[src/rtl/nvm_status_pkg.sv]
package nvm_status_pkg;
   localparam int SR_W     = 8;
   localparam int B_PEN    = 7;
   localparam int B_FLAG   = 6;
   localparam int B_LVL_HI = 3;
   localparam int B_LVL_LO = 2;
   localparam int B_WEL    = 1;
   localparam int B_WIP    = 0;
   // bits kept from a status write: protect-enable and level
   localparam logic [SR_W-1:0] NV_KEEP  = 8'b1000_1100;
   // fixed-one bits
   localparam logic [SR_W-1:0] FIX_ONES = 8'b0011_0000;

   typedef enum logic [1:0] {
      LVL_NONE = 2'b00,
      LVL_QTR  = 2'b01,
      LVL_HALF = 2'b10,
      LVL_ALL  = 2'b11
   } prot_lvl_e;
endpackage

[src/rtl/sr_volatile_bits.sv]
module sr_volatile_bits (
   input  logic clk,
   input  logic rst_n,
   input  logic set_wel,
   input  logic clr_wel,
   input  logic cyc_done,
   input  logic set_flag,
   input  logic clr_flag,
   output logic wel,
   output logic flag
);
   always_ff @(posedge clk or negedge rst_n) begin
      if (!rst_n) begin
         wel  <= 1'b0;
         flag <= 1'b0;
      end else begin
         if (cyc_done || clr_wel)  wel <= 1'b0;
         else if (set_wel)         wel <= 1'b1;
         if (clr_flag)             flag <= 1'b0;
         else if (set_flag)        flag <= 1'b1;
      end
   end
endmodule

[src/rtl/sr_nv_stage.sv]
module sr_nv_stage
   import nvm_status_pkg::*;
(
   input  logic            clk,
   input  logic            rst_n,
   input  logic            accept,
   input  logic [SR_W-1:0] wdata,
   input  logic            cyc_done,
   output logic [SR_W-1:0] nv_img
);
   logic [SR_W-1:0] hold_q;
   logic            hold_v;
   logic            commit;

   assign commit = cyc_done & hold_v;

   always_ff @(posedge clk or negedge rst_n) begin
      if (!rst_n) begin
         hold_q <= '0;
         hold_v <= 1'b0;
         nv_img <= '0;
      end else begin
         if (commit) nv_img <= hold_q;
         if (accept) hold_q <= wdata & NV_KEEP;
         hold_v <= accept | (hold_v & ~cyc_done);
      end
   end
endmodule

[src/rtl/blk_prot_decode.sv]
module blk_prot_decode
   import nvm_status_pkg::*;
#(
   parameter int ADDR_W = 13
) (
   input  prot_lvl_e         lvl,
   input  logic [ADDR_W-1:0] addr,
   output logic              locked
);
   localparam logic [ADDR_W-1:0] HALF_BASE = ADDR_W'(1) << (ADDR_W - 1);
   localparam logic [ADDR_W-1:0] QTR_BASE  = ADDR_W'(3) << (ADDR_W - 2);

   logic in_half, in_qtr;
   assign in_half = (addr >= HALF_BASE);
   assign in_qtr  = (addr >= QTR_BASE);

   always_comb begin
      unique case (lvl)
         LVL_NONE: locked = 1'b0;
         LVL_QTR:  locked = in_qtr;
         LVL_HALF: locked = in_half;
         default:  locked = 1'b1;
      endcase
   end
endmodule

[src/rtl/nvm_status_guard.sv]
module nvm_status_guard
   import nvm_status_pkg::*;
#(
   parameter int ADDR_W = 13
) (
   input  logic              clk,
   input  logic              rst_n,
   input  logic              wren_i,
   input  logic              wrdi_i,
   input  logic              sflb_i,
   input  logic              rflb_i,
   input  logic              wrsr_i,
   input  logic [7:0]        wrsr_data_i,
   input  logic              wp_n_i,
   input  logic              busy_i,
   input  logic [ADDR_W-1:0] chk_addr_i,
   output logic [7:0]        status_o,
   output logic              array_wr_ok_o,
   output logic              wrsr_go_o
);
   generate
      if (ADDR_W < 2 || ADDR_W > 32) begin : g_bad_width
         $error("nvm_status_guard: ADDR_W must be within 2..32");
      end
   endgenerate

   logic            busy_q, cyc_done;
   logic            wel, flag, pin_lock, locked;
   logic [SR_W-1:0] nv_img;
   prot_lvl_e       lvl;

   always_ff @(posedge clk or negedge rst_n) begin
      if (!rst_n) busy_q <= 1'b0;
      else        busy_q <= busy_i;
   end
   assign cyc_done = busy_q & ~busy_i;

   sr_volatile_bits u_vol (
      .clk      (clk),
      .rst_n    (rst_n),
      .set_wel  (wren_i),
      .clr_wel  (wrdi_i),
      .cyc_done (cyc_done),
      .set_flag (sflb_i),
      .clr_flag (rflb_i),
      .wel      (wel),
      .flag     (flag)
   );

   assign pin_lock  = nv_img[B_PEN] & ~wp_n_i;
   assign wrsr_go_o = wrsr_i & wel & ~busy_i & ~pin_lock;

   sr_nv_stage u_nv (
      .clk      (clk),
      .rst_n    (rst_n),
      .accept   (wrsr_go_o),
      .wdata    (wrsr_data_i),
      .cyc_done (cyc_done),
      .nv_img   (nv_img)
   );

   assign lvl = prot_lvl_e'(nv_img[B_LVL_HI:B_LVL_LO]);

   blk_prot_decode #(.ADDR_W(ADDR_W)) u_dec (
      .lvl    (lvl),
      .addr   (chk_addr_i),
      .locked (locked)
   );

   always_comb begin
      status_o         = (nv_img & NV_KEEP) | FIX_ONES;
      status_o[B_FLAG] = flag;
      status_o[B_WEL]  = wel;
      status_o[B_WIP]  = busy_i;
   end

   assign array_wr_ok_o = wel & ~busy_i & ~locked;
endmodule

[config.mk]
export PLATFORM = sky130hd
export DESIGN_NAME = nvm_status_guard
export DESIGN_NICKNAME = d
export VERILOG_FILES = /design/src/rtl/nvm_status_pkg.sv /design/src/rtl/sr_volatile_bits.sv /design/src/rtl/sr_nv_stage.sv /design/src/rtl/blk_prot_decode.sv /design/src/rtl/nvm_status_guard.sv
export SDC_FILE = /design/constraint.sdc
export NUM_CORES = 1
export LEC_CHECK = 0
export BUFFER_PORTS_ARGS = -buffer_cell sky130_fd_sc_hd__buf_2
export CORE_AREA = 10 10 47 49
export DETAILED_ROUTE_END_ITERATION = 7
export DIE_AREA = 0 0 57 59
export PLACE_DENSITY_LB_ADDON = 0.2
export SLEW_MARGIN = 20
export SYNTH_ARGS = -nofsm -noshare
export SYNTH_HDL_FRONTEND = slang
export SYNTH_SLANG_ARGS = --single-unit
[constraint.sdc]
create_clock -name clk -period 3.7 [get_ports clk]
set_input_delay 0.37 -clock clk [delete_from_list [all_inputs] [get_ports clk]]
set_output_delay 0.37 -clock clk [all_outputs]
set_load 0.02 [all_outputs]
==> results.json <==
{
  "cts_buffer_depth": 2,
  "grt_pass1_wl_microns": 1570,
  "detail-route-antenna-nets": 0,
  "grt_max_degree": 11,
  "post-route-cell-area_sq_um": 608,
  "drc": 0,
  "synth-edff-count": 0,
  "r2r-start": "u_nv.nv_img[7]",
  "p_leak_nw": 0.319,
  "drt_iter0_markers": 0,
  "fin_crit_ps": 1710,
  "finalHoldViolations": 0,
  "cts_inserted_buffers": 3,
  "hp-class": "input port to flip-flop",
  "cts.sinks": 10,
  "area_delta_synth_final_pct": 29.3,
  "die_h_microns": 59,
  "fill_cells": 144,
  "drtPass1Iterations": 1,
  "ff2ff_setup_slack_ps": 2420,
  "worst-path-max-fanout": 5,
  "gp_congestion": 0.604,
  "ys_ff_latch": 10,
  "cp.arrival_ps": 1340,
  "die_w_microns": 57,
  "powerDensity_nw_per_um2": 610,
  "yosysMostFrequentCell": "dfrtp_1",
  "netlist_area_sq_um": 470,
  "grt_antenna_before_repair": 0,
  "core_area_sq_um": 1400,
  "grtUsageTotal_pct": 6.07,
  "hold_ws_ps": 248,
  "clkLatencyLatePin_ps": 260,
  "syn_inst": 35,
  "cp.required_ps": 3330,
  "dpl_cell_area_sq_um": 562,
  "io_pins": 40,
  "tns_ps": 0,
  "routedWlPerCell_microns": 12.4,
  "via_per_inst": 4.47,
  "synth.distinct_cells": 16,
  "synthFlopType": "dfrtp_1",
  "ys_warn_count": 0,
  "yosysSeqAreaShare_pct": 53.2,
  "synthTopCellsByCount": "dfrtp_1 (10), buf_4 (5), mux2_2 (3), mux2_4 (3), nor2_1 (3)",
  "period_share_pct": 46.2,
  "cp-endpoint": "wrsr_go_o",
  "utilization_pct": 43.4,
  "clk_pin_slew_ps": 60,
  "drv_cap": 0,
  "syn_area_per_cell_sq_um": 13.4,
  "synth_top_cell_by_area": "dfrtp_1",
  "dp.final_hpwl_microns": 774,
  "finClkSkew_ps": 0.338,
  "drive_gt1_share_pct": 59.6,
  "r2r-end": "u_nv.hold_q[2]",
  "ctsRootBufferMaster": "clkbuf_4",
  "fin_ws_ps": 1990,
  "ir_worst_vdd_mv": 0.251,
  "grt_pass1_vias": 370,
  "synth_async_sr_flop_share_pct": 100,
  "diodes": 0,
  "yosys-top-cells-area": "dfrtp_1 (53%), mux2_4 (9.6%), buf_4 (8.0%)",
  "max_freq_mhz": 586,
  "wl_microns": 908,
  "nets": 88,
  "die_area_sq_um": 3360,
  "tritoncts": "built",
  "rr_worst_depth": 3,
  "grt_overflow": 0,
  "cp-startpoint": "u_nv.nv_img[7]",
  "htreeDepth": 1,
  "cp-end-kind": "primary output",
  "port_buffers": 21,
  "setup_violations": 0,
  "placementRows": 14,
  "status": "completed",
  "start_kind": "flip-flop",
  "yosysTopAreaCellShare_pct": 53.2,
  "worstSetupPathType": "flip-flop to primary output",
  "routed-via-count": 326,
  "rsz0062_at_grt": "no",
  "dp_slack_ps": 2120,
  "drv_slew": 0,
  "start_util_pct": 33.6
}
-- cell families (layout without fill, tap and decap cells) --
family	after synthesis	after routing	synth area share, %
other cells	1	2	0.797
compound gates	3	3	5.05
simple gates	9	9	15.4
buf+inv	6	27	8.78
flops	10	10	53.2
mux	6	6	16.8
-- worst max-delay path, cell delays in order (launching register included) --
cell,delay [ps]
dfrtp_1,390
nor2b_4,140
nor3b_4,320
buf_2,230
-- repair_timing --
item | CTS | global route
hold endpoints to repair | 10 | 0
hold buffers | 1 | 0
setup buffers | 0 | 0
gates resized for setup | 0 | 0
-- cell usage in the layout, fill, tap and decap left out --
| cell type | n |
|---|---|
| nor3b_4 | 1 |
| o21bai_1 | 1 |
| dlygate4sd3_1 | 1 |
| inv_1 | 1 |
| nor2b_4 | 1 |
| buf_2 | 21 |
| nand2b_4 | 1 |
| nand2_1 | 1 |
| clkbuf_4 | 3 |
| conb_1 | 2 |
| mux2_2 | 3 |
| nor2b_1 | 1 |
| a221oi_1 | 1 |
| a21o_1 | 1 |
| nor3_1 | 1 |
| clkbuf_8 | 1 |
| nor2_1 | 3 |
| mux2_4 | 3 |
| dfrtp_1 | 10 |
-- layout make-up --
cell class | instances | area [sq um] | area share, %
inverters | 1 | 3.75 | 0.617
multi-input cells | 20 | 183 | 30.0
flip-flops and latches | 10 | 250 | 41.2
repair buffers | 22 | 115 | 18.9
clock buffers | 4 | 36.3 | 5.97
well taps | 16 | 20.0 | 3.29
-- flip-flops by register name (all words and copies together), names as in the netlist --
register,flops
busy_q,1
u_nv.hold_q,3
u_nv.hold_v,1
u_nv.nv_img,3
u_vol.flag,1
u_vol.wel,1
-- report_power, final --
group / leakage [nW] / switching [mW] / total (mW) / internal [mW]
logic: 0.175 / 0.0536 / 0.113 / 0.0590
clock network: 0.0210 / 0.0376 / 0.0973 / 0.0597
registers: 0.123 / 0.0210 / 0.161 / 0.140
-- per-layer routing --
layer,up-vias,wire (microns),track usage (%)
met1,148,399,5.88
li1,154,-,-
met5,-,0,0
met3,4,103,3.22
met2,20,378,8.99
met4,0,26,6.04
-- worst min path at each step --
| stage | start | endpoint | slack [ps] | cells past startpoint |
|---|---|---|---|---|
| after floorplan | rst_n | busy_q | 70 | 0 |
| after global placement | rst_n | busy_q | 240 | 1 |
| after detailed placement | rst_n | u_vol.flag | 240 | 1 |
| after CTS | rflb_i | u_vol.flag | 240 | 2 |
| after global routing | rflb_i | u_vol.flag | 250 | 2 |
| final | rflb_i | u_vol.flag | 250 | 2 |
-- per-stage QoR --
step / power (mW) / cells
floorplan: 0.243 / 36
CTS: 0.377 / 73
finish: 0.371 / 73
global route: 0.392 / 73
global placement: 0.276 / 68
detailed placement: 0.278 / 68
Power figures use the tool's default switching activity.
